<file path="config.mk">
export PLATFORM = sky130hd
export DESIGN_NAME = hbi_interp_chain
export DESIGN_NICKNAME = d
export VERILOG_FILES = /design/src/rtl/hbi_pkg.sv /design/src/rtl/hbi_seq.sv /design/src/rtl/hbi_hb_stage.sv /design/src/rtl/hbi_outfmt.sv /design/src/rtl/hbi_interp_chain.sv
export SDC_FILE = /design/constraint.sdc
export NUM_CORES = 2
export LEC_CHECK = 0
export ABC_AREA = 1
export BUFFER_PORTS_ARGS = -buffer_cell sky130_fd_sc_hd__buf_2
export CAP_MARGIN = 20
export CORE_ASPECT_RATIO = 1.5
export CORE_UTILIZATION = 57
export DETAILED_ROUTE_END_ITERATION = 12
export PLACE_DENSITY = 0.84
export SLEW_MARGIN = 40
export SYNTH_ARGS = -nofsm -noshare
export SYNTH_HDL_FRONTEND = slang
export SYNTH_SLANG_ARGS = --single-unit
</file>
<file path="constraint.sdc">
create_clock -name clk -period 30.4 [get_ports clk]
set_clock_uncertainty 0.2 [all_clocks]
set_input_delay 3.04 -clock clk [delete_from_list [all_inputs] [get_ports clk]]
set_output_delay 3.04 -clock clk [all_outputs]
set_load 0.03 [all_outputs]
</file>
<file path="src/rtl/hbi_pkg.sv">
package hbi_pkg;

    localparam int SAMP_W  = 16;  // sample width at both edges
    localparam int COEF_W  = 9;   // signed coefficient width
    localparam int FRAC_B  = 8;   // fractional bits added by one stage
    localparam int GROW_B  = 9;   // total bits added by one stage
    localparam int NTAP_HALF = 6; // stored samples per stage (polyphase)

    // odd-phase weights, scaled by 2**FRAC_B; they sum to 128 per side
    localparam logic signed [COEF_W-1:0] W_NEAR = 9'sd150;
    localparam logic signed [COEF_W-1:0] W_MID  = -9'sd25;
    localparam logic signed [COEF_W-1:0] W_FAR  = 9'sd3;

    typedef enum logic [1:0] {
        RATE_X2  = 2'd0,
        RATE_X4  = 2'd1,
        RATE_X8  = 2'd2,
        RATE_X8A = 2'd3
    } rate_e;

    typedef struct packed {
        logic ld;    // stage takes a new input sample this cycle
        logic even;  // stage presents its pass-through phase this cycle
    } stg_ctl_t;

    function automatic logic [1:0] stages_for(rate_e r, int max_stg);
        logic [1:0] s;
        case (r)
            RATE_X2: s = 2'd1;
            RATE_X4: s = 2'd2;
            default: s = 2'd3;
        endcase
        if (int'(s) > max_stg) s = 2'(max_stg);
        return s;
    endfunction

endpackage

</file>
<file path="src/rtl/hbi_seq.sv">
module hbi_seq
    import hbi_pkg::*;
#(
    parameter int MAX_STG = 3
) (
    input  logic                     clk,
    input  logic                     rst,
    input  logic                     flush,
    input  rate_e                    mode,
    output logic [1:0]               nstg,
    output stg_ctl_t [MAX_STG-1:0]   ctl
);
    localparam int CNT_W = MAX_STG;

    logic [CNT_W-1:0] cnt_q;
    logic [CNT_W-1:0] wrap;
    logic [1:0]       nstg_q;

    always_comb begin
        for (int b = 0; b < CNT_W; b++) wrap[b] = (b < int'(nstg_q));
    end

    always_ff @(posedge clk) begin
        if (rst || flush) begin
            cnt_q  <= '0;
            nstg_q <= stages_for(mode, MAX_STG);
        end else if (cnt_q == wrap) begin
            cnt_q  <= '0;
        end else begin
            cnt_q  <= cnt_q + CNT_W'(1);
        end
    end

    // stage i loads when the low (nstg - i) counter bits are zero and shows
    // its pass-through phase when counter bit (nstg - 1 - i) is set
    always_comb begin
        for (int i = 0; i < MAX_STG; i++) begin
            ctl[i].ld   = 1'b0;
            ctl[i].even = 1'b0;
            if (i < int'(nstg_q)) begin
                ctl[i].ld = 1'b1;
                for (int b = 0; b < CNT_W; b++) begin
                    if (b < int'(nstg_q) - i && cnt_q[b]) ctl[i].ld = 1'b0;
                    if (b == int'(nstg_q) - 1 - i) ctl[i].even = cnt_q[b];
                end
            end
        end
    end

    assign nstg = nstg_q;


    mode_hold_chk: assert property (@(posedge clk) disable iff (rst)
        !flush |=> $stable(nstg_q));

endmodule

</file>
<file path="src/rtl/hbi_hb_stage.sv">
module hbi_hb_stage
    import hbi_pkg::*;
#(
    parameter int IW = 16,
    localparam int OW = IW + GROW_B
) (
    input  logic                 clk,
    input  logic                 rst,
    input  logic                 clr,
    input  stg_ctl_t             ctl,
    input  logic signed [IW-1:0] din,
    output logic signed [OW-1:0] dout
);
    logic signed [IW-1:0] tap_q [NTAP_HALF];
    logic signed [OW-1:0] p_far, p_mid, p_near, odd_v, even_v;

    always_ff @(posedge clk) begin
        if (rst || clr) begin
            for (int k = 0; k < NTAP_HALF; k++) tap_q[k] <= '0;
        end else if (ctl.ld) begin
            tap_q[0] <= din;
            for (int k = 1; k < NTAP_HALF; k++) tap_q[k] <= tap_q[k-1];
        end
    end

    // modular arithmetic at OW bits is exact: |odd| <= 356/256 * |x|max
    always_comb begin
        p_far  = OW'(tap_q[0]) + OW'(tap_q[5]);
        p_mid  = OW'(tap_q[1]) + OW'(tap_q[4]);
        p_near = OW'(tap_q[2]) + OW'(tap_q[3]);
        odd_v  = p_far * OW'(W_FAR) + p_mid * OW'(W_MID) + p_near * OW'(W_NEAR);
        even_v = OW'(tap_q[3]) <<< FRAC_B;
        dout   = ctl.even ? even_v : odd_v;
    end

endmodule

</file>
<file path="src/rtl/hbi_outfmt.sv">
module hbi_outfmt
    import hbi_pkg::*;
#(
    parameter int WF = 43,
    parameter int FF = 24
) (
    input  logic signed [WF-1:0]     v,
    output logic signed [SAMP_W-1:0] y
);
    localparam logic signed [WF:0] MAXV = (WF+1)'(2**(SAMP_W-1) - 1);
    localparam logic signed [WF:0] MINV = -(WF+1)'(2**(SAMP_W-1));

    logic signed [WF:0] vr, q;

    always_comb begin
        vr = (WF+1)'(v) + ((WF+1)'(1) <<< (FF-1));
        q  = vr >>> FF;
        if (q > MAXV)      y = MAXV[SAMP_W-1:0];
        else if (q < MINV) y = MINV[SAMP_W-1:0];
        else               y = q[SAMP_W-1:0];
    end

endmodule

</file>
<file path="src/rtl/hbi_interp_chain.sv">
module hbi_interp_chain
    import hbi_pkg::*;
#(
    parameter int MAX_STG = 3   // 1..3
) (
    input  logic                     clk,
    input  logic                     rst,
    input  logic                     flush,
    input  logic [1:0]               mode,
    input  logic                     in_valid,
    input  logic signed [SAMP_W-1:0] in_data,
    output logic                     in_ready,
    output logic signed [SAMP_W-1:0] out_data
);
    localparam int WF = SAMP_W + GROW_B * MAX_STG;
    localparam int FF = FRAC_B * MAX_STG;
    localparam logic signed [WF:0] SAT_HI =
        ((WF+1)'(2**(SAMP_W-1)) <<< FF) - ((WF+1)'(1) <<< (FF-1));
    localparam logic signed [WF:0] SAT_LO =
        -((WF+1)'(2**(SAMP_W-1)) <<< FF) - ((WF+1)'(1) <<< (FF-1));

    logic [1:0]                 nstg;
    stg_ctl_t [MAX_STG-1:0]     ctl;
    logic signed [WF-1:0]       sx [MAX_STG];
    logic signed [WF-1:0]       chain_val;
    logic signed [SAMP_W-1:0]   fmt_y, out_q;

    hbi_seq #(.MAX_STG(MAX_STG)) u_seq (
        .clk   (clk),
        .rst   (rst),
        .flush (flush),
        .mode  (rate_e'(mode)),
        .nstg  (nstg),
        .ctl   (ctl)
    );

    for (genvar g = 0; g < MAX_STG; g++) begin : g_stg
        localparam int IWG = SAMP_W + GROW_B * g;
        localparam int OWG = IWG + GROW_B;
        logic signed [IWG-1:0] s_in;
        logic signed [OWG-1:0] s_out;
        if (g == 0) begin : g_head
            assign s_in = in_valid ? in_data : '0;
        end else begin : g_link
            assign s_in = sx[g-1][IWG-1:0];
        end
        hbi_hb_stage #(.IW(IWG)) u_stg (
            .clk  (clk),
            .rst  (rst),
            .clr  (flush),
            .ctl  (ctl[g]),
            .din  (s_in),
            .dout (s_out)
        );
        assign sx[g] = WF'(s_out);
    end

    // align the last active stage to the fixed fraction FF
    always_comb begin
        chain_val = '0;
        for (int i = 0; i < MAX_STG; i++) begin
            if (int'(nstg) == i + 1) chain_val = sx[i] <<< (FRAC_B * (MAX_STG - 1 - i));
        end
    end

    hbi_outfmt #(.WF(WF), .FF(FF)) u_fmt (.v(chain_val), .y(fmt_y));

    always_ff @(posedge clk) begin
        if (rst || flush) out_q <= '0;
        else              out_q <= fmt_y;
    end

    assign out_data = out_q;
    assign in_ready = ctl[0].ld && !rst && !flush;


    ready_gap_chk: assert property (@(posedge clk) disable iff (rst || flush)
        in_ready |=> !in_ready);


    flush_clear_chk: assert property (@(posedge clk) disable iff (rst)
        flush |=> ##1 (out_data == '0));


    sat_hi_chk: assert property (@(posedge clk) disable iff (rst || flush)
        ((WF+1)'(chain_val) >= SAT_HI) |=> (out_data == 16'sh7fff));


    sat_lo_chk: assert property (@(posedge clk) disable iff (rst || flush)
        ((WF+1)'(chain_val) < SAT_LO) |=> (out_data == -16'sh8000));

endmodule

</file>
After elaboration in Yosys (flattened, before gate mapping):

Memories as Yosys holds them, arrays and structs flattened.
Cells that the tools add are included.

* $add $sub $neg: 21
* $mul: 9
* magnitude comparators: 11
* equality and inequality tests: 11
* multiplexer cells: 60
* bitwise operators: 18
* reductions and logical operators: 20

Operators by type and width (number)
* two-way mux 34 bit: 7
* two-way mux 25 bit: 7
* two-way mux 43 bit: 4
* two-way mux 16 bit: 8
* adder 34 x 34 -> 35 bit: 3
* == test 2 x 32 -> 1 bit, first input constant: 3
* == test 3 x 32 -> 1 bit, first input constant: 3
* zero test 32 bit: 3
* adder 43 bit: 2
* adder 25 x 25 -> 26 bit: 3
* adder 34 bit: 2
* < comparator 1 x 32 -> 1 bit, first input constant: 2
* < comparator 2 x 32 -> 1 bit, first input constant: 2
* < comparator 3 x 32 -> 1 bit, first input constant: 2
* adder 16 x 16 -> 17 bit: 3
* adder 25 bit: 2
* adder 43 x 25 -> 44 bit, second input constant: 1
* multiplier 43 x 3 -> 43 bit, second input constant: 1
* multiplier 43 x 6 -> 43 bit, second input constant: 1
* multiplier 43 x 8 -> 42 bit, second input constant: 1
* multiplier 34 x 3 -> 34 bit, second input constant: 1
* multiplier 34 x 6 -> 34 bit, second input constant: 1
* multiplier 34 x 8 -> 33 bit, second input constant: 1
* subtractor 32 x 2 -> 32 bit, second input constant: 1
* other kinds (24): 86

* flip-flop bits (word level): 21
* RAM bits: 450
* input port bits: 22
* output and inout port bits: 17
* word-level logic and storage cells: 157
* memories: 3

Memories
* g_stg[2].u_stg.tap_q: words 6, bits a word 34, rd ports 6, clocked after Yosys merged registers in 0, wr ports 6, RTL line hbi_hb_stage.sv:14 `logic signed [IW-1:0] tap_q [NTAP_HALF];`
* g_stg[1].u_stg.tap_q: words 6, bits a word 25, rd ports 6, clocked after Yosys merged registers in 0, wr ports 6, RTL line hbi_hb_stage.sv:14
* g_stg[0].u_stg.tap_q: words 6, bits a word 16, rd ports 6, clocked after Yosys merged registers in 0, wr ports 6, RTL line hbi_hb_stage.sv:14

Depth between registers and ports, before layout:

* depth in word-level cells: 14
* mapped depth: 64
* mapped depth without buffers: 63

Cells and area by module:

Synthesis repeated with hierarchy kept, for this count alone.

* cell total of the unflattened synthesis: 8628
* area, all modules: 66427.5 sq um

Modules (own cells, without submodules)
* hbi_hb_stage (g_stg[2].u_stg): times used 1, cells each 3800, area an instance 29190.5 sq um, seq. area each 6125.9 sq um
* hbi_hb_stage (g_stg[1].u_stg): times used 1, cells each 2695, area an instance 21145.3 sq um, seq. area each 4504.3 sq um
* hbi_hb_stage (g_stg[0].u_stg): times used 1, cells each 1707, area an instance 13609.3 sq um, seq. area each 2882.8 sq um
* hbi_interp_chain: times used 1, cells each 253, area an instance 1496.4 sq um, seq. area each 320.3 sq um
* hbi_outfmt: times used 1, cells each 132, area an instance 675.6 sq um, seq. area each 0.0 sq um
* hbi_seq: times used 1, cells each 41, area an instance 310.3 sq um, seq. area each 120.1 sq um

Worst setup path before layout:

Ideal clock, no wire load.

* kind: register to register
* start point: mem g_stg[1].u_stg.tap_q[0][75] (netlist name)
* end point: reg out_q[0], in the netlist out_data[0]
* setup time: 145 ps
* arrival: 9429 ps
* required time: 30055 ps
* setup slack: 20626 ps
* cell stages (with the launch flop): 62
* path buffers: 1
* period minus slack after synthesis: 9774 ps
* path through: edfxtp_1 ha_1 fa_1 a21oi_1 o21bai_1 a21oi_1 nor2_1 nor2_1 nor2_1 o21ai_0 nand2_1 a21oi_1 o21ai_0 a21oi_1 o21ai_0 xor2_1 ha_1 fa_1 (+26 left out) nand2_1 nand2_1 nand3_1 nand2_1 nand2_1 nand2_1 nand2_1 nor2_1 nand2_1 nor2_1 nand3_1 nand2_1 nand2_1 nor2_1 nand2_1 a21oi_4 buf_6 a21oi_2

RTL lines
* start, declared: RTL line hbi_hb_stage.sv:14
* end signal, assigned: RTL line hbi_interp_chain.sv:70 `else out_q <= fmt_y;`
* end, declared: RTL line hbi_interp_chain.sv:26 `logic signed [SAMP_W-1:0] fmt_y, out_q;`

==> reports/qor.csv <==
stage;metric;value;unit
status;status;finished, final reports clean;
critical_path;Crit path top cell by count;nand2_1;
timing;Slew HR;41.25;%
critical_path;CP Data Arrival Time;13.41;ns
detailed_routing;DRT iter0 DRCs;2636;
synthesis;post-synthesis sequential area ratio;23.25;%
floorplan;DIE WIDTH;266.9;µm
floorplan;DIE AREA;106600;µm²
timing;RSZ-0062 raised after global routing;no;
detailed_routing;via/cell ratio;5.396;
cts;clock tree buffer depth;3;
cts;clock tree sinks;471;
timing;setup_tns;0;ns
job;max_cap viols;0;
final_layout;fill cell count;8993;
timing;fmax;76.08;MHz
cts;CTS tree;built;
timing;crit path time final;13.14;ns
synthesis;Mean Syn Cell Area;8.222;µm²
synthesis;top cell type's share of synthesized area;22.62;%
critical_path;CP Capture Type;register;
cts;TritonCTS buffer count;48;
final_layout;Layout area overhead;5.625;%
detailed_routing;routed wire length;164300;µm
synthesis;Cell Area, Synth;60010;µm²
final_layout;layout cells sized above 1;3.024;%
floorplan;I/O pin total;39;
global_routing;vias in the first global route;50740;
critical_path;critical path class;reg2reg;
timing;Setup violations, final;0;
min_path;worst hold path type;reg2reg;
synthesis;number of flops mapped to enable cells by yosys;452;
detailed_routing;final antenna-violating net count;0;
timing;Fin. Hold Viols;0;
final_layout;Seq. cell area;13950;µm²
critical_path;slowest CP cell;nand4_1;
timing;Slew @ Worst Pin;0.8812;ns
cts;CTS Hold Bufs;0;
critical_path;CP max FO;16;
detailed_routing;routed via count;47320;
detailed_routing;DR pass1 iterations;6;
timing;Slew Viols, Final;0;
placed_design;IO Port Bufs;38;
final_layout;nets;8755;
synthesis;asr flop ratio synth;0;%
synthesis;Primary FF master, synth;edfxtp_1;
final_layout;final instance area;63380;µm²
global_routing;first-pass GRT wire length;255700;µm
floorplan;core footprint;104300;µm²
floorplan;Initial Utilization;57.52;%
critical_path;startpoint types;register;
synthesis;synthesized instance count;7299;
detailed_routing;wire per inst;18.73;µm
cts;CTS H-tree depth;2;
global_routing;initial antenna violation count;1;
placed_design;Post-DP HPWL;139500;µm
synthesis;flops & latches, synth;471;
global_routing;largest net degree at the start of global routing;111;
synthesis;top cells by area, synth;edfxtp_1 23%, fa_1 18%, ha_1 18%;
final_layout;antenna cells;0;
synthesis;area leader, netlist;edfxtp_1;
timing;period utilization;43.24;%
cts;Clock Pin Slew Worst Setup and Hold Paths;0.08;ns
cts;Clock Root Buffer;clkbuf_16;
placed_design;Area after DPL;61820;µm²
global_routing;Tot GR Track Use;31.37;%
placed_design;routability cong.;1.002;
synthesis;synth unique cells;64;
synthesis;syn nets;8719;
final_layout;Multi-input gate area;38500;µm²
critical_path;max incr delay on CP;0.66;ns
global_routing;Remaining Overflow, GRT;0;
cts;Resize count post-CTS;0;
synthesis;synthesis warning total;0;
cts;Setup Fix Bufs, Post-CTS;0;
cts;Worst-Skew Late Latency;0.65;ns
detailed_routing;DRC Markers;0;
critical_path;Req. time, crit path;30.67;ns
floorplan;Rows;145;
floorplan;Die Height;399.4;µm
-- per-layer routing --
layer,up-vias,wire length (µm),GRT usage [%]
li1,22730,-,-
met1,22750,53560,28.78
met2,1249,88680,60.74
met3,597,6175,3.643
met4,2,15830,26.39
met5,-,13,0
-- through the flow --
step	hold WS (ns)	setup slack [ns]	utilization, %	instances
detailed placement	0.3658	17.89	59.26	8681
CTS	0.3613	17.83	60.74	8770
finish	0.3562	17.26	60.76	8770
global placement	0.3484	17.75	59.23	8680
floorplan	0.2675	20.63	-	7299
global route	0.3952	16.65	60.76	8770
-- synthesized netlist by cell type (3+ instances only) --
library cell  instances
fa_1                553
a21oi_1             402
nand2_1            1164
nand3_1             236
buf_6                 6
a21o_1               26
inv_2                 9
o31ai_1               8
a21oi_2              12
nor4_1               10
o21ai_0             160
nor2_1              744
inv_1              1929
a31oi_1              25
o21a_1               12
dfxtp_1              19
o211ai_1             10
a211oi_1              8
buf_1                10
and2_1                3
o221ai_1              6
o21bai_1             34
nand4_1              60
xnor2_1             129
nor2_2               11
a21boi_0             17
o21ai_1              11
o21ai_2               8
a31o_2                5
buf_2                 5
edfxtp_1            452
xor2_1              222
nand2_2              11
a21boi_2              4
or2_2                 4
nor3_1               37
nand3_2               8
a21boi_1              4
ha_1                845
clkbuf_1             50
-- area by class of cell --
cell class              instances  area share [%]
well taps                    1396           2.756
multi-input cells            4817           60.74
clock inverters                29          0.3731
clock buffers                  60           2.051
flip-flops and latches        471           22.01
inverters                    1939           11.49
repair buffers                 58          0.5685
-- critical path: cells and delay by family, from the launching register on --
family,cells,cell delay [ns]
AOI/OAI and AO/OA,15,3.37
xor gates and xnor gates,2,0.64
adders and majority gates,9,3.72
buffers and inverters,6,0.36
DFF,1,0.40
and+or+nand+nor,25,4.30
-- state kept, by name, summed over array words and instances (netlist names) --
signal	count
u_seq.nstg	2
out_data	16
g_stg.u_stg.tap_q	450
u_seq.cnt_q	3
-- cells by family (layout without fill, tap and decap cells) --
| group | after synthesis | in the layout | synth area share [%] |
|---|---|---|---|
| AOI/OAI and AO/OA | 768 | 768 | 7.316 |
| xor gates and xnor gates | 351 | 351 | 5.123 |
| adders and majority gates | 1398 | 1398 | 36.07 |
| buffers and inverters | 2011 | 2086 | 12.68 |
| DFF | 471 | 471 | 23.25 |
| and+or+nand+nor | 2300 | 2300 | 15.56 |
-- cell usage in the layout, fill, tap and decap left out, drive strengths merged, types with 3 or more instances in the layout --
| cell type | instances |
|---|---|
| a31oi | 25 |
| nand3 | 245 |
| inv | 1946 |
| a21o | 27 |
| edfxtp | 452 |
| clkinvlp | 3 |
| ha | 845 |
| o31ai | 8 |
| or2 | 5 |
| clkbuf | 60 |
| dfxtp | 19 |
| o221ai | 6 |
| xnor2 | 129 |
| a21oi | 415 |
| o211ai | 10 |
| o21ai | 180 |
| and2 | 3 |
| nand2 | 1177 |
| a31o | 5 |
| o21bai | 35 |
| nand4 | 60 |
| a211oi | 8 |
| buf | 58 |
| a21boi | 25 |
| nor2 | 756 |
| nor3 | 38 |
| nor4 | 10 |
| xor2 | 222 |
| clkinv | 17 |
| o21a | 12 |
| fa | 553 |
-- final timing paths --
check	start	to	slack, ns	depth (start not counted)
min reg2reg	g_stg[1].u_stg.tap_q[0][38]	g_stg[1].u_stg.tap_q[0][63]	0.36	2
max	g_stg[2].u_stg.tap_q[0][70]	out_data[5]	17.26	57
max reg2reg	g_stg[2].u_stg.tap_q[0][70]	out_data[5]	17.26	57
min	g_stg[1].u_stg.tap_q[0][38]	g_stg[1].u_stg.tap_q[0][63]	0.36	2
Power is not shown: default switching activity piles up to over one toggle a cycle in this logic, so the estimate is an artifact.
